<file path="config.mk">
export PLATFORM = sky130hd
export DESIGN_NAME = i2c_bus_fault_mon
export DESIGN_NICKNAME = d
export VERILOG_FILES = /design/src/rtl/bfm_pkg.sv /design/src/rtl/bfm_detect.sv /design/src/rtl/bfm_ctl.sv /design/src/rtl/bfm_status.sv /design/src/rtl/i2c_bus_fault_mon.sv
export SDC_FILE = /design/constraint.sdc
export NUM_CORES = 1
export LEC_CHECK = 0
export ABC_AREA = 0
export BUFFER_PORTS_ARGS = -buffer_cell sky130_fd_sc_hd__buf_2
export CORE_AREA = 2 2 39 41
export CTS_CLUSTER_DIAMETER = 40
export DETAILED_ROUTE_END_ITERATION = 16
export DIE_AREA = 0 0 41 43
export SLEW_MARGIN = 10
export SYNTH_ARGS = -nofsm -noshare
export SYNTH_HDL_FRONTEND = slang
export SYNTH_SLANG_ARGS = --single-unit
</file>
<file path="constraint.sdc">
create_clock -name clk -period 1.3 [get_ports clk]
set_input_delay 0.065 -clock clk [delete_from_list [all_inputs] [get_ports clk]]
set_output_delay 0.065 -clock clk [all_outputs]
set_load 0.01 [all_outputs]
</file>
<file path="src/rtl/bfm_pkg.sv">
package bfm_pkg;
  typedef enum logic [1:0] {PH_GAP = 2'd0, PH_ADDR = 2'd1, PH_DATA = 2'd2, PH_ACK = 2'd3} phase_e;
  typedef enum logic [1:0] {RL_IDLE = 2'd0, RL_MASTER = 2'd1, RL_SLAVE = 2'd2, RL_RSVD = 2'd3} role_e;

  typedef struct packed {
    logic sta;
    logic sto;
    logic si;
    logic aa;
  } ctl_t;

  function automatic logic inside_frame(input logic [1:0] ph);
    return ph != PH_GAP;
  endfunction

  function automatic logic engaged(input logic [1:0] rl);
    return (rl == RL_MASTER) || (rl == RL_SLAVE);
  endfunction

  function automatic logic [7:0] status_view(input logic si, input logic [7:0] code,
                                             input logic [7:0] idle_code);
    return si ? code : idle_code;
  endfunction
endpackage

</file>
<file path="src/rtl/bfm_detect.sv">
module bfm_detect
  import bfm_pkg::*;
(
  input  logic       clk,
  input  logic       rst_n,
  input  logic       start_det,
  input  logic       stop_det,
  input  logic [1:0] frame_phase,
  input  logic [1:0] ctl_role,
  input  logic       fault_pending,
  output logic       err_evt,
  output logic       err_pulse
);
  logic raw_hit, raw_q;

  assign raw_hit = (start_det | stop_det) & inside_frame(frame_phase) & engaged(ctl_role);
  assign err_evt = raw_hit & ~raw_q & ~fault_pending;

  always_ff @(posedge clk or negedge rst_n) begin
    if (!rst_n) begin
      raw_q     <= 1'b0;
      err_pulse <= 1'b0;
    end else begin
      raw_q     <= raw_hit;
      err_pulse <= err_evt;
    end
  end
endmodule

</file>
<file path="src/rtl/bfm_ctl.sv">
module bfm_ctl
  import bfm_pkg::*;
(
  input  logic       clk,
  input  logic       rst_n,
  input  logic       err_evt,
  input  logic       ctl_we,
  input  logic [3:0] ctl_wdata,
  input  logic       stop_done,
  output ctl_t       ctl_q,
  output logic       fault_pending,
  output logic       recover
);
  ctl_t wr;
  assign wr      = ctl_t'(ctl_wdata);
  assign recover = fault_pending & ctl_q.sto & ~ctl_q.si;

  always_ff @(posedge clk or negedge rst_n) begin
    if (!rst_n) begin
      ctl_q         <= '0;
      fault_pending <= 1'b0;
    end else begin
      if (ctl_we) begin
        ctl_q.sta <= wr.sta;
        ctl_q.sto <= wr.sto;
        ctl_q.aa  <= wr.aa;
        if (!wr.si) ctl_q.si <= 1'b0;
      end
      if (stop_done && !fault_pending) ctl_q.sto <= 1'b0;
      if (recover) begin
        ctl_q.sto     <= 1'b0;
        fault_pending <= 1'b0;
      end
      if (err_evt) begin
        ctl_q.si      <= 1'b1;
        fault_pending <= 1'b1;
      end
    end
  end
endmodule

</file>
<file path="src/rtl/bfm_status.sv">
module bfm_status
  import bfm_pkg::*;
#(
  parameter int STAT_W = 8,
  parameter logic [STAT_W-1:0] ERR_CODE = 8'h00
) (
  input  logic              clk,
  input  logic              rst_n,
  input  logic              err_evt,
  output logic [STAT_W-1:0] code_q
);
  always_ff @(posedge clk or negedge rst_n) begin
    if (!rst_n)       code_q <= ERR_CODE;
    else if (err_evt) code_q <= ERR_CODE;
  end
endmodule

</file>
<file path="src/rtl/i2c_bus_fault_mon.sv">
module i2c_bus_fault_mon
  import bfm_pkg::*;
#(
  parameter int STAT_W = 8,
  parameter logic [STAT_W-1:0] ERR_CODE  = 8'h00,
  parameter logic [STAT_W-1:0] IDLE_CODE = 8'hF8
) (
  input  logic              clk,
  input  logic              rst_n,
  input  logic              start_det,
  input  logic              stop_det,
  input  logic [1:0]        frame_phase,
  input  logic [1:0]        ctl_role,
  input  logic              ctl_we,
  input  logic [3:0]        ctl_wdata,
  input  logic              stop_done,
  output logic              bus_err_pulse,
  output logic              line_release,
  output logic              si_flag,
  output logic              sta_flag,
  output logic              sto_flag,
  output logic              aa_flag,
  output logic              stop_req,
  output logic [STAT_W-1:0] status_code
);
  logic              err_evt;
  logic              fault_pending;
  logic              recover;
  ctl_t              ctl_q;
  logic [STAT_W-1:0] code_q;

  bfm_detect u_detect (
    .clk(clk), .rst_n(rst_n), .start_det(start_det), .stop_det(stop_det),
    .frame_phase(frame_phase), .ctl_role(ctl_role), .fault_pending(fault_pending),
    .err_evt(err_evt), .err_pulse(bus_err_pulse)
  );

  bfm_ctl u_ctl (
    .clk(clk), .rst_n(rst_n), .err_evt(err_evt), .ctl_we(ctl_we), .ctl_wdata(ctl_wdata),
    .stop_done(stop_done), .ctl_q(ctl_q), .fault_pending(fault_pending), .recover(recover)
  );

  bfm_status #(.STAT_W(STAT_W), .ERR_CODE(ERR_CODE)) u_status (
    .clk(clk), .rst_n(rst_n), .err_evt(err_evt), .code_q(code_q)
  );

  assign line_release = fault_pending;
  assign si_flag      = ctl_q.si;
  assign sta_flag     = ctl_q.sta;
  assign sto_flag     = ctl_q.sto;
  assign aa_flag      = ctl_q.aa;
  assign stop_req     = ctl_q.sto & (ctl_role == RL_MASTER) & ~fault_pending;
  assign status_code  = status_view(ctl_q.si, code_q, IDLE_CODE);
endmodule

</file>
==> impl_table.tex <==
\begin{tabular}{lr}
\hline
Metric & Value \\
\hline
\multicolumn{2}{l}{\textbf{Die}} \\
\quad Die X & about 41 µm \\
\quad Starting density of the core & a little over a quarter \\
\quad Standard cell core area & roughly 1400 µm² \\
\quad Die height & approximately 43 µm \\
\quad Io pins & 29 \\
\quad Total die area & 1760 µm² \\
\quad Number of placement rows & 14 \\
\multicolumn{2}{l}{\textbf{Pwr}} \\
\quad Net Switching & 0.000311 W \\
\quad Net Sw Frac & 36.8\% \\
\quad Portion of total power attributed to sequential cells & about 38\% \\
\quad Leak & 0.282 nW \\
\quad Clock network fraction of design power & between 20\% and 30\% \\
\quad Combinational share of power & 38.4\% \\
\quad Peak ir drop on the vdd network & 0.000549 V \\
\quad Internal power consumption & 0.000535 W \\
\quad Areal power density over the cells & 1650 nW/µm² \\
\multicolumn{2}{l}{\textbf{Cells and area}} \\
\quad Antenna diode instance count & 0 \\
\quad Fraction of layout cells with a size suffix above 1 & 54.1\% \\
\quad Layout-stage area growth over the synthesis result & 39.9\% \\
\quad Final layout net count & 77 \\
\multicolumn{2}{l}{\textbf{Yosys}} \\
\quad Yosys top cell by area & dfrtp\_1 \\
\quad Number of synthesized register bits & 7 \\
\quad Dominant synthesized flop cell & dfrtp\_1 \\
\quad Number of enable flip-flop cells after synthesis & 0 \\
\quad Number of library cell types mapped by synthesis & 17 \\
\quad Asr flop ratio synth & 100\% \\
\quad Leading cell types by total area after synthesis & dfrtp\_1 48\%, buf\_4 14\%, mux2\_2 6.1\% \\
\quad Area share of the largest cell type after synthesis & 47.8\% \\
\quad Avg Synthesized Cell Area & 10.5 µm² \\
\quad Synthesized area & around 370 µm² \\
\quad Portion of the post-synthesis area used by sequential elements & 47.8\% \\
\quad Number of warning messages in the yosys log & 0 \\
\quad Count of mapped cells out of synthesis & 35 \\
\quad Top cells by instance count after synthesis & 7 x buf\_4, 7 x dfrtp\_1, 4 x nor2\_1 \\
\multicolumn{2}{l}{\textbf{Critical path}} \\
\quad Data arrival time of the critical path & 1.07 ns \\
\quad Crit path buffers/inverters & 2 \\
\quad Startpoint type of the worst setup path & flip-flop \\
\quad Critical setup path kind & flip-flop to primary output \\
\quad Crit-path leading delay family & flip-flops \\
\quad Cell with the biggest individual delay on the critical path & dfrtp\_1 \\
\quad Cell chain of the critical path & inv\_1 -> and3\_1 -> buf\_2 \\
\quad Worst-path maximum fanout & 5 \\
\quad Worst R2R Setup Slack & about 0.19 ns \\
\quad Startpoint of the worst register-to-register path & u\_detect.raw\_q \\
\quad Cells on worst reg2reg path & 2 \\
\quad Kind of capture point of the worst setup path & primary output \\
\quad Worst endpoint required time & 1.24 ns \\
\quad Depth of the critical timing path with buffers and inverters included & 3 \\
\quad Source of the critical timing path & u\_ctl.fault\_pending \\
\quad Worst reg2reg path endpoint & u\_ctl.fault\_pending \\
\quad Critical Path End & stop\_req \\
\quad Delay of the slowest cell on the worst path & 0.42 ns \\
\multicolumn{2}{l}{\textbf{Global routing}} \\
\quad Overall routing resource usage & about 11\% \\
\quad First-pass GRT wire length & 1.19 mm \\
\quad Largest net degree at the start of global routing & 8 \\
\quad Number of antenna violations at the first check in global routing & 0 \\
\quad Sum of overflow across all layers after global routing & 0 \\
\quad Number of global-route vias before repair & around 310 \\
\multicolumn{2}{l}{\textbf{Status}} \\
\quad Status & completed \\
\multicolumn{2}{l}{\textbf{STA}} \\
\quad Setup-violating endpoint count in the final report & 0 \\
\quad Unrepaired setup endpoints after global routing & false \\
\quad Total count of hold-check failures in the final report & 0 \\
\quad Max Clk Rate & slightly below 0.9 GHz \\
\quad Final period utilization & approximately 87\% \\
\quad Final worst path period need & 1.13 ns \\
\quad Clock skew & 0.00224 ns \\
\quad Final WS setup & 0.169 ns \\
\quad Final hold slack & 0.0471 ns \\
\quad Setup TNS & 0 ns \\
\quad Final slew viol count & 0 \\
\multicolumn{2}{l}{\textbf{Clock network}} \\
\quad Count of instances resized after the clock tree is built & 0 \\
\quad TritonCTS clock tree & yes \\
\quad Clock latency on the worst-skew pair & 0.25 ns \\
\quad Clock root cell & clkbuf\_4 \\
\quad Total number of H-tree levels & 1 \\
\quad Clock Sinks & 7 \\
\quad CTS Buf Count & 3 \\
\quad CTS max path bufs & 2 \\
\quad Clock-pin slew on the worst setup and hold paths & 0.05 ns \\
\multicolumn{2}{l}{\textbf{Route}} \\
\quad Post-route DRC & 0 \\
\quad 1st-iter DRT viols & 2 \\
\quad DRT antenna net count & 0 \\
\quad Average detailed-routed wire length per instance & between 9 and 10 µm \\
\quad Number of detailed-routing iterations run before antenna repair & 2 \\
\quad Vias & 329 \\
\quad Post-DR vias/cell & 4.27 \\
\quad Wirelength, routed & 759 µm \\
\multicolumn{2}{l}{\textbf{Placed design}} \\
\quad IO buf count & 25 \\
\quad Global placement routability congestion & 0.636 \\
\quad Post-detailed-placement half-perimeter wirelength & 619 µm \\
\quad Pre-CTS setup slack & 0.0499 ns \\
\multicolumn{2}{l}{\textbf{Hold path}} \\
\quad Hold Startpoint & ctl\_wdata[3] \\
\quad Tightest Hold Check Type & input port to flip-flop \\
\multicolumn{2}{l}{\textbf{Run}} \\
\quad Max-Cap Viols & 0 \\
\hline
\end{tabular}
==> cell usage in the layout (no fill, tap or decap), drive strengths merged, types with 2 or more instances in the layout <==
cell type,Yosys,final
a21oi,2,2
conb,1,3
nor2,4,4
buf,7,25
dlygate4sd3,0,2
clkbuf,0,4
dfrtp,7,7
inv,3,3
mux2,2,2
==> kinds of logic after synthesis <==
| group | synth area share, % |
|---|---|
| AOI/OAI and AO/OA | 9.56 |
| adders and majority gates | 3.41 |
| other | 1.02 |
| muxes | 6.14 |
| and+or+nand+nor | 14.7 |
| buffers and inverters | 17.4 |
| DFF | 47.8 |
==> layer usage <==
| metal | GRT usage (%) | wire, µm | vias up |
|---|---|---|---|
| li1 | - | - | 157 |
| met1 | 10.2 | 278 | 151 |
| met2 | 16.3 | 390 | 19 |
| met3 | 6.81 | 85 | 2 |
| met4 | 8.00 | 4 | 0 |
| met5 | 0 | 0 | - |
==> worst min-delay path by stage <==
stage                          end  slack [ns]  cells after the start
6_report            u_ctl.ctl_q[3]        0.05                      2
2_1_floorplan       u_ctl.ctl_q[0]       -0.23                      0
3_3_place_gp   u_ctl.fault_pending       -0.09                      1
5_1_grt             u_ctl.ctl_q[3]        0.03                      2
4_1_cts             u_ctl.ctl_q[3]        0.04                      2
3_5_place_dp   u_ctl.fault_pending        -0.1                      1
==> per-stage QoR <==
stage / util, % / power [W] / instances / instance area, µm²
6_report: 37.1 / 0.000846 / 77 / 513
3_5_place_dp: 33.7 / 0.000650 / 71 / 467
4_1_cts: 37.1 / 0.000865 / 77 / 513
3_3_place_gp: 33.7 / 0.000646 / 71 / 467
2_1_floorplan: - / 0.000567 / 37 / 374
5_1_grt: 37.1 / 0.000921 / 77 / 513
==> worst register-to-register path, delay by kind of cell (launching register included) <==
family / cells / cell delay, ns
flip-flops: 1 / 0.36
AND/OR/NAND/NOR: 1 / 0.53
AO/OA/AOI/OAI: 1 / 0.16
==> cell type report <==
type | instances | area, µm²
fill | 147 | 871
sequential | 7 | 175
clock buffer | 4 | 26.3
timing repair buffer | 27 | 145
multi-input combinational | 20 | 135
inverter | 3 | 11.3
tap | 16 | 20.0
==> flip-flops by register name (all words and copies together) (netlist names) <==
register             flops
u_ctl.ctl_q              4
u_detect.err_pulse       1
u_detect.raw_q           1
u_ctl.fault_pending      1
==> power by group through the flow <==
stage / registers [W] / clock network [W] / logic (W)
floorplan: 0.000345 / 0 / 0.000221
global placement: 0.000326 / 0 / 0.000320
detailed placement: 0.000327 / 0 / 0.000323
CTS: 0.000323 / 0.000211 / 0.000330
global route: 0.000333 / 0.000224 / 0.000365
finish: 0.000321 / 0.000200 / 0.000325
==> repair_timing <==
action	in CTS	in global routing
endpoints found under the hold margin	8	0
setup buffers	0	0
hold buffers	2	0
Note: power is estimated with default switching activity, not from simulation.
